==> config.mk <==
export PLATFORM = sky130hd
export DESIGN_NAME = branch_resolve_unit
export DESIGN_NICKNAME = d
export VERILOG_FILES = /design/src/rtl/brp_pkg.sv /design/src/rtl/brp_operand_mux.sv /design/src/rtl/brp_eq_compare.sv /design/src/rtl/brp_target_gen.sv /design/src/rtl/brp_fetch_regs.sv /design/src/rtl/branch_resolve_unit.sv
export SDC_FILE = /design/constraint.sdc
export NUM_CORES = 1
export LEC_CHECK = 0
export CAP_MARGIN = 5
export CORE_MARGIN = 10
export CORE_UTILIZATION = 40
export CTS_CLUSTER_DIAMETER = 40
export DETAILED_ROUTE_END_ITERATION = 7
export GPL_TIMING_DRIVEN = 0
export PLACE_DENSITY = 0.76
export SKIP_LAST_GASP = 1
export SYNTH_ARGS = -nofsm -noshare
export SYNTH_HDL_FRONTEND = slang
export SYNTH_SLANG_ARGS = --single-unit
==> constraint.sdc <==
create_clock -name clk -period 3.66 [get_ports clk]
set_input_delay 0.366 -clock clk [delete_from_list [all_inputs] [get_ports clk]]
set_output_delay 0.366 -clock clk [all_outputs]
set_load 0.01 [all_outputs]
==> src/rtl/brp_pkg.sv <==
// Shared constants and helpers for the decode-stage branch resolver.
// Assumes a 32-bit word with the opcode in the top six bits.
package brp_pkg;
    localparam int WORD_W   = 32;
    localparam int OPC_W    = 6;
    localparam int IMM_W    = 16;
    localparam logic [OPC_W-1:0] OPC_BR_EQ = 6'b000100;
    localparam logic [OPC_W-1:0] OPC_BR_NE = 6'b000101;

    typedef enum logic [1:0] {
        BR_NONE = 2'd0,
        BR_EQ   = 2'd1,
        BR_NE   = 2'd2
    } br_kind_e;

    // Classify an opcode into the branch kind it encodes.
    function automatic br_kind_e classify(input logic [OPC_W-1:0] opc);
        br_kind_e k;
        k = BR_NONE;
        if (opc == OPC_BR_EQ) k = BR_EQ;
        if (opc == OPC_BR_NE) k = BR_NE;
        return k;
    endfunction
endpackage

==> src/rtl/brp_operand_mux.sv <==
// Selects the comparator operand: the forwarded value when the forward
// enable is set, otherwise the register-file value. Purely combinational.
module brp_operand_mux #(
    parameter int W = 32
) (
    input  logic         use_fwd,
    input  logic [W-1:0] rf_val,
    input  logic [W-1:0] fwd_val,
    output logic [W-1:0] opnd
);
    // Operand choice.
    always_comb begin
        opnd = use_fwd ? fwd_val : rf_val;
    end
endmodule

==> src/rtl/brp_eq_compare.sv <==
// Equality comparator built from a bitwise XOR and a NOR reduction.
// No carry chain, so depth is log2(W) gates after the XOR layer.
module brp_eq_compare #(
    parameter int W = 32
) (
    input  logic [W-1:0] lhs,
    input  logic [W-1:0] rhs,
    output logic         same
);
    logic [W-1:0] diff_bits;

    // Per-bit mismatch then all-zero detect.
    always_comb begin
        diff_bits = lhs ^ rhs;
        same      = ~|diff_bits;
    end
endmodule

==> src/rtl/brp_target_gen.sv <==
// Branch target adder: link address plus the sign-extended immediate
// scaled by four. Assumes IMM_W + 2 <= W.
module brp_target_gen #(
    parameter int W     = 32,
    parameter int IMM_W = 16
) (
    input  logic [W-1:0]     link,
    input  logic [IMM_W-1:0] imm,
    output logic [W-1:0]     target
);
    localparam int EXT_W = W - IMM_W - 2;

    logic [W-1:0] offset;

    // Sign-extend, scale and add.
    always_comb begin
        offset = {{EXT_W{imm[IMM_W-1]}}, imm, 2'b00};
        target = link + offset;
    end
endmodule

==> src/rtl/brp_fetch_regs.sv <==
// Fetch program counter and fetch/decode pipeline register.
// Assumes redirect and squash are never asserted together with hold.
// A squash forces a bubble into decode but never blocks the target load.
module brp_fetch_regs #(
    parameter int W = 32
) (
    input  logic         clk,
    input  logic         rst_n,
    input  logic         hold,
    input  logic         take,
    input  logic         squash,
    input  logic [W-1:0] target,
    input  logic [W-1:0] fetch_word,
    output logic [W-1:0] pc,
    output logic [W-1:0] dec_word,
    output logic [W-1:0] dec_link,
    output logic         dec_valid
);
    localparam logic [W-1:0] STEP = W'(4);

    logic [W-1:0] seq_pc;

    // Sequential successor of the fetch address.
    always_comb begin
        seq_pc = pc + STEP;
    end

    // Program counter update: reset, hold, redirect or step.
    always_ff @(posedge clk) begin
        if (!rst_n)    pc <= '0;
        else if (hold) pc <= pc;
        else if (take) pc <= target;
        else           pc <= seq_pc;
    end

    // Decode register update: reset, hold, bubble or capture.
    always_ff @(posedge clk) begin
        if (!rst_n) begin
            dec_word  <= '0;
            dec_link  <= '0;
            dec_valid <= 1'b0;
        end else if (hold) begin
            dec_word  <= dec_word;
            dec_link  <= dec_link;
            dec_valid <= dec_valid;
        end else if (squash) begin
            dec_word  <= '0;
            dec_link  <= '0;
            dec_valid <= 1'b0;
        end else begin
            dec_word  <= fetch_word;
            dec_link  <= seq_pc;
            dec_valid <= 1'b1;
        end
    end

    AST_RESET_CLEARS: assert property (@(posedge clk)
        !rst_n |=> (pc == '0) && !dec_valid && (dec_word == '0));
    AST_SEQ_STEP: assert property (@(posedge clk) disable iff (!rst_n)
        (!hold && !take) |=> (pc == $past(pc) + STEP));
    AST_TARGET_LOADED: assert property (@(posedge clk) disable iff (!rst_n)
        (take && !hold) |=> (pc == $past(target)));
    AST_SQUASH_BUBBLE: assert property (@(posedge clk) disable iff (!rst_n)
        (squash && !hold) |=> !dec_valid && (dec_word == '0));
    AST_HOLD_FREEZES: assert property (@(posedge clk) disable iff (!rst_n)
        hold |=> $stable(pc) && $stable(dec_word) && $stable(dec_valid));
endmodule

==> src/rtl/branch_resolve_unit.sv <==
// Decode-stage branch resolver. Classifies the decode word, compares the
// (possibly forwarded) operands for equality, and redirects fetch on a
// taken branch. In squash mode the fetched slot word becomes a bubble;
// in delay-slot mode it proceeds. Assumes hold_fetch covers any operand
// that cannot yet be forwarded.
module branch_resolve_unit
    import brp_pkg::*;
#(
    parameter int W     = WORD_W,
    parameter int OPC_B = OPC_W,
    parameter int IMM_B = IMM_W
) (
    input  logic         clk,
    input  logic         rst_n,
    input  logic         delay_slot_mode,
    input  logic         hold_fetch,
    input  logic [W-1:0] fetch_word,
    input  logic [W-1:0] rf_a,
    input  logic [W-1:0] rf_b,
    input  logic         fwd_a_en,
    input  logic [W-1:0] fwd_a_val,
    input  logic         fwd_b_en,
    input  logic [W-1:0] fwd_b_val,
    output logic [W-1:0] pc_out,
    output logic [W-1:0] id_word,
    output logic [W-1:0] id_link,
    output logic         id_valid,
    output logic         redirect,
    output logic [W-1:0] redirect_pc,
    output logic         slot_kill
);
    localparam int N_OPND = 2;

    logic [N_OPND-1:0]        sel_fwd;
    logic [N_OPND-1:0][W-1:0] src_rf;
    logic [N_OPND-1:0][W-1:0] src_fwd;
    logic [N_OPND-1:0][W-1:0] opnd;
    logic                     operands_equal;
    br_kind_e                 kind;
    logic [W-1:0]             target;
    logic                     take;

    // Gather operand sources into arrays for the mux generate.
    always_comb begin
        sel_fwd = {fwd_b_en, fwd_a_en};
        src_rf  = {rf_b, rf_a};
        src_fwd = {fwd_b_val, fwd_a_val};
    end

    for (genvar i = 0; i < N_OPND; i++) begin : g_opnd
        brp_operand_mux #(.W(W)) u_mux (
            .use_fwd (sel_fwd[i]),
            .rf_val  (src_rf[i]),
            .fwd_val (src_fwd[i]),
            .opnd    (opnd[i])
        );
    end

    brp_eq_compare #(.W(W)) u_cmp (
        .lhs  (opnd[0]),
        .rhs  (opnd[1]),
        .same (operands_equal)
    );

    brp_target_gen #(.W(W), .IMM_W(IMM_B)) u_tgt (
        .link   (id_link),
        .imm    (id_word[IMM_B-1:0]),
        .target (target)
    );

    // Branch decision: valid decode word, branch opcode, condition met, no hold.
    always_comb begin
        kind = id_valid ? classify(id_word[W-1 -: OPC_B]) : BR_NONE;
        unique case (kind)
            BR_EQ:   take = operands_equal;
            BR_NE:   take = !operands_equal;
            default: take = 1'b0;
        endcase
        take = take && !hold_fetch;
    end

    // Drive the redirect interface and the slot squash.
    always_comb begin
        redirect    = take;
        redirect_pc = target;
        slot_kill   = take && !delay_slot_mode;
    end

    brp_fetch_regs #(.W(W)) u_regs (
        .clk        (clk),
        .rst_n      (rst_n),
        .hold       (hold_fetch),
        .take       (take),
        .squash     (slot_kill),
        .target     (target),
        .fetch_word (fetch_word),
        .pc         (pc_out),
        .dec_word   (id_word),
        .dec_link   (id_link),
        .dec_valid  (id_valid)
    );

    AST_REDIRECT_NEEDS_BRANCH: assert property (@(posedge clk) disable iff (!rst_n)
        redirect |-> id_valid && ((id_word[W-1 -: OPC_B] == OPC_BR_EQ) ||
                                  (id_word[W-1 -: OPC_B] == OPC_BR_NE)));
    AST_DELAY_SLOT_KEPT: assert property (@(posedge clk) disable iff (!rst_n)
        (redirect && delay_slot_mode) |=> id_valid);
    AST_NO_REDIRECT_IN_HOLD: assert property (@(posedge clk) disable iff (!rst_n)
        hold_fetch |-> !redirect && !slot_kill);
endmodule

==> results_dict.tcl <==
set metrics [dict create \
    outcome "finished with violations" \
    failed_checks "negative setup slack" \
    synth_area_mm2 0.006903 \
    min_path_type "in2reg" \
    crit_start "u_regs.dec_word[6]" \
    io_buffers 293 \
    cpPeakStageDelay_ns 0.59 \
    ant_nets 0 \
    die_y_um 151.4 \
    ctsHoldBuffers 0 \
    skew_ns 0.008466 \
    die_width_um 151.4 \
    async_flop_share 0 \
    dp_cells 1321 \
    worst_pin_slew_ns 1.036 \
    coreArea_mm2 0.01676 \
    vdd_drop_max_uv 222.7 \
    cts.path.max_buffers 2 \
    min_period_ns 3.739 \
    rrSetupSlack_ns 0.37 \
    fin_cells 1347 \
    r2r_cells 9 \
    rsz0062_at_grt "yes" \
    fillers 1486 \
    vias 7441 \
    ys_ff_latch 97 \
    ios 297 \
    dp_hpwl_um 24620 \
    nets 1317 \
    maxSlewViolCount 0 \
    areaGrowthSynthToFinish_pct 55.05 \
    cp-end-kind "output port" \
    cp_num_buf_inv 1 \
    final-setup-viol-count 1 \
    crit_fanout 5 \
    tritoncts "built" \
    cp_cell_sequence "ha_4 > a21oi_1 > o21ai_0 > and2_1 > o31a_1 > or4b_4 > and4_1 > or3_4 > dlygate4sd2_1" \
    avgSynthCellArea_um2 8.543 \
    gp_congestion 0.9912 \
    grt_max_degree 17 \
    synth_edf_count 0 \
    critPathKind "reg2out" \
    r2r_start "u_regs.pc[2]" \
    multi_input_area_mm2 0.004816 \
    numCtsBuffers 9 \
    rr_endpoint "u_regs.pc[30]" \
    dp_slack_ns -0.4108 \
    cts.clk_slew.worst_paths_ns 0.07 \
    syn_inst 808 \
    leakage_nw 4.481 \
    drive_gt1_frac 0.08800 \
    fmax_ghz 0.2674 \
    cts_root_buffer "clkbuf_16" \
    finalHoldViolations 0 \
    ys.flop_type "dfxtp_1" \
    worstSetupEndpoint "redirect_pc[31]" \
    drv_cap 0 \
    wl_per_cell_um 22.16 \
    grt_usage 0.2481 \
    cts_sinks 97 \
    start_util 0.4119 \
    final-seq-area_mm2 0.001952 \
    worst_slack_ns -0.07944 \
    pwr_density_cell_mw_per_mm2 259.7 \
    core.rowCount 47 \
    htreeDepth 3 \
    worst_ep_arrival_time_ns 3.37 \
    drc_errors 0 \
    overflow 0 \
    die_area_mm2 0.02291 \
    viasPerCell 5.524 \
    drt_iter0_markers 409 \
    insertion_delay_ns 0.35 \
    antenna_found_initial 2 \
    synth_cell_types 66 \
    syn-num-nets 1005 \
    post-route-period-util 1.022 \
    critPathSlowestCell "or4b_4" \
    synth_warnings 0 \
    worstPathRequired_ns 3.29 \
    grt_pass1_vias 7407 \
    cp_top_family "simple AND/OR/NAND/NOR gates" \
    routed_wl_um 29850 \
    maxSlewHeadroom 0.3031 \
    drtPass1Iterations 5 \
    grt_pass1_wl_um 43860 \
    ys_seq_area_frac 0.2813 \
    start_kind "register" \
    cp.depth 9 \
]
-- tightest hold or removal path, stage by stage --
cell and delay (ns):
clkbuf_1 0.22, o21ai_0 0.14, a21oi_1 0.04
-- synthesized netlist by cell type, types with 6 or more instances --
library cell / count / share of area
a21o_1: 19 / 0.021
a21oi_1: 42 / 0.030
a22o_1: 45 / 0.057
a31oi_1: 13 / 0.012
and2_1: 7 / 0.0063
and3_1: 11 / 0.010
buf_6: 10 / 0.016
clkbuf_1: 22 / 0.012
dfxtp_1: 97 / 0.28
ha_1: 30 / 0.054
inv_1: 13 / 0.0071
mux2i_1: 79 / 0.11
nand2_1: 75 / 0.041
nand2b_1: 6 / 0.0054
nand3_1: 20 / 0.015
nand4_1: 12 / 0.011
nor2_1: 54 / 0.029
nor2b_1: 6 / 0.0054
nor3_1: 10 / 0.0073
nor4_1: 11 / 0.010
o21a_1: 7 / 0.0076
o21ai_0: 35 / 0.025
o22ai_1: 10 / 0.0091
or3_1: 9 / 0.0082
xnor2_1: 32 / 0.041
xor2_1: 51 / 0.065
-- sequential cells by signal (all words and copies together), names as in the netlist --
signal	cells
u_regs.dec_word	32
u_regs.dec_valid	1
u_regs.dec_link	32
u_regs.pc	32
-- metrics by stage --
step / hold slack [ns] / TNS (ns) / total power, W / utilization / instance area, um2
floorplan: 0.4941 / 0 / 0.001394 / - / 6903
global placement: 0.4573 / -2.292 / 0.001751 / 0.6033 / 10110
global route: 0.4660 / -0.5735 / 0.002878 / 0.6386 / 10700
detailed placement: 0.4596 / -2.446 / 0.001756 / 0.6033 / 10110
CTS: 0.4453 / -0.1716 / 0.002777 / 0.6305 / 10570
finish: 0.4612 / -0.07944 / 0.002779 / 0.6386 / 10700
-- cell families (layout without fill, tap and decap cells) --
family / Yosys count / in the layout / share of synthesized area
other: 0 / 2 / 0
buffers and inverters: 61 / 378 / 0.05238
flip-flops: 97 / 97 / 0.2813
AND/OR/NAND/NOR: 238 / 238 / 0.1684
adder cells (fa/ha/maj): 31 / 31 / 0.05728
AO/OA/AOI/OAI: 218 / 218 / 0.2191
XOR/XNOR: 83 / 83 / 0.1053
multiplexers: 80 / 80 / 0.1162
-- cells in the final DEF, fill, tap and decap left out, drive strengths merged, types with 5 or more instances in the layout --
master	count
nor2b	6
or3	9
clkbuf	34
o21a	7
a22o	45
nor4	12
mux2i	79
o21ai	40
nand4	12
xnor2	32
nand2b	6
o22ai	10
inv	16
buf	31
nor2	56
and2	7
clkdlybuf4s50	284
ha	30
a21oi	43
nand2	75
dfxtp	97
o211ai	5
a31oi	13
nand3	20
a21o	19
a32o	5
xor2	51
nor3	10
and3	11
-- repair_timing --
item	4_1_cts	5_1_grt
pin swaps	5	5
endpoints found under the setup margin	15	18
resized for setup	28	34
buffers inserted	7	2
-- worst min-delay path by stage --
stage / to / slack (ns) / cells after the start / from
finish: u_regs.pc[3] / 0.46 / 3 / rst_n
global route: u_regs.pc[2] / 0.47 / 3 / rst_n
CTS: u_regs.pc[3] / 0.45 / 3 / rst_n
detailed placement: u_regs.dec_word[22] / 0.46 / 1 / u_regs.dec_word[22]
global placement: u_regs.dec_word[21] / 0.46 / 1 / u_regs.dec_word[21]
floorplan: u_regs.dec_link[28] / 0.49 / 2 / u_regs.dec_link[28]
-- final cells by class --
cell class              instances  area share
inverters                      17    0.005962
diodes                          2   0.0004676
clock buffers                   9     0.02104
well taps                     220     0.02572
clock inverters                 7    0.008768
repair buffers                302      0.2782
flip-flops and latches         97      0.1824
plain buffers                  43     0.02747
multi-input cells             650      0.4500
-- per-layer routing --
layer,wire [um],vias to the layer above,share of wire,GRT usage
li1,-,3610,-,-
met1,10730,3489,0.36,0.2668
met2,15380,311,0.52,0.4482
met3,3172,31,0.11,0.09129
met4,569,0,0.019,0.06256
met5,0,-,0,0
-- power by group --
part	leakage [nW]	total (W)	switching [W]	internal, W
Clock	0.152	0.00104	0.000436	0.000599
Sequential	0.792	0.00111	0.0000254	0.00108
Combinational	3.54	0.000637	0.000276	0.000361
(Power assumes the default switching activity.)
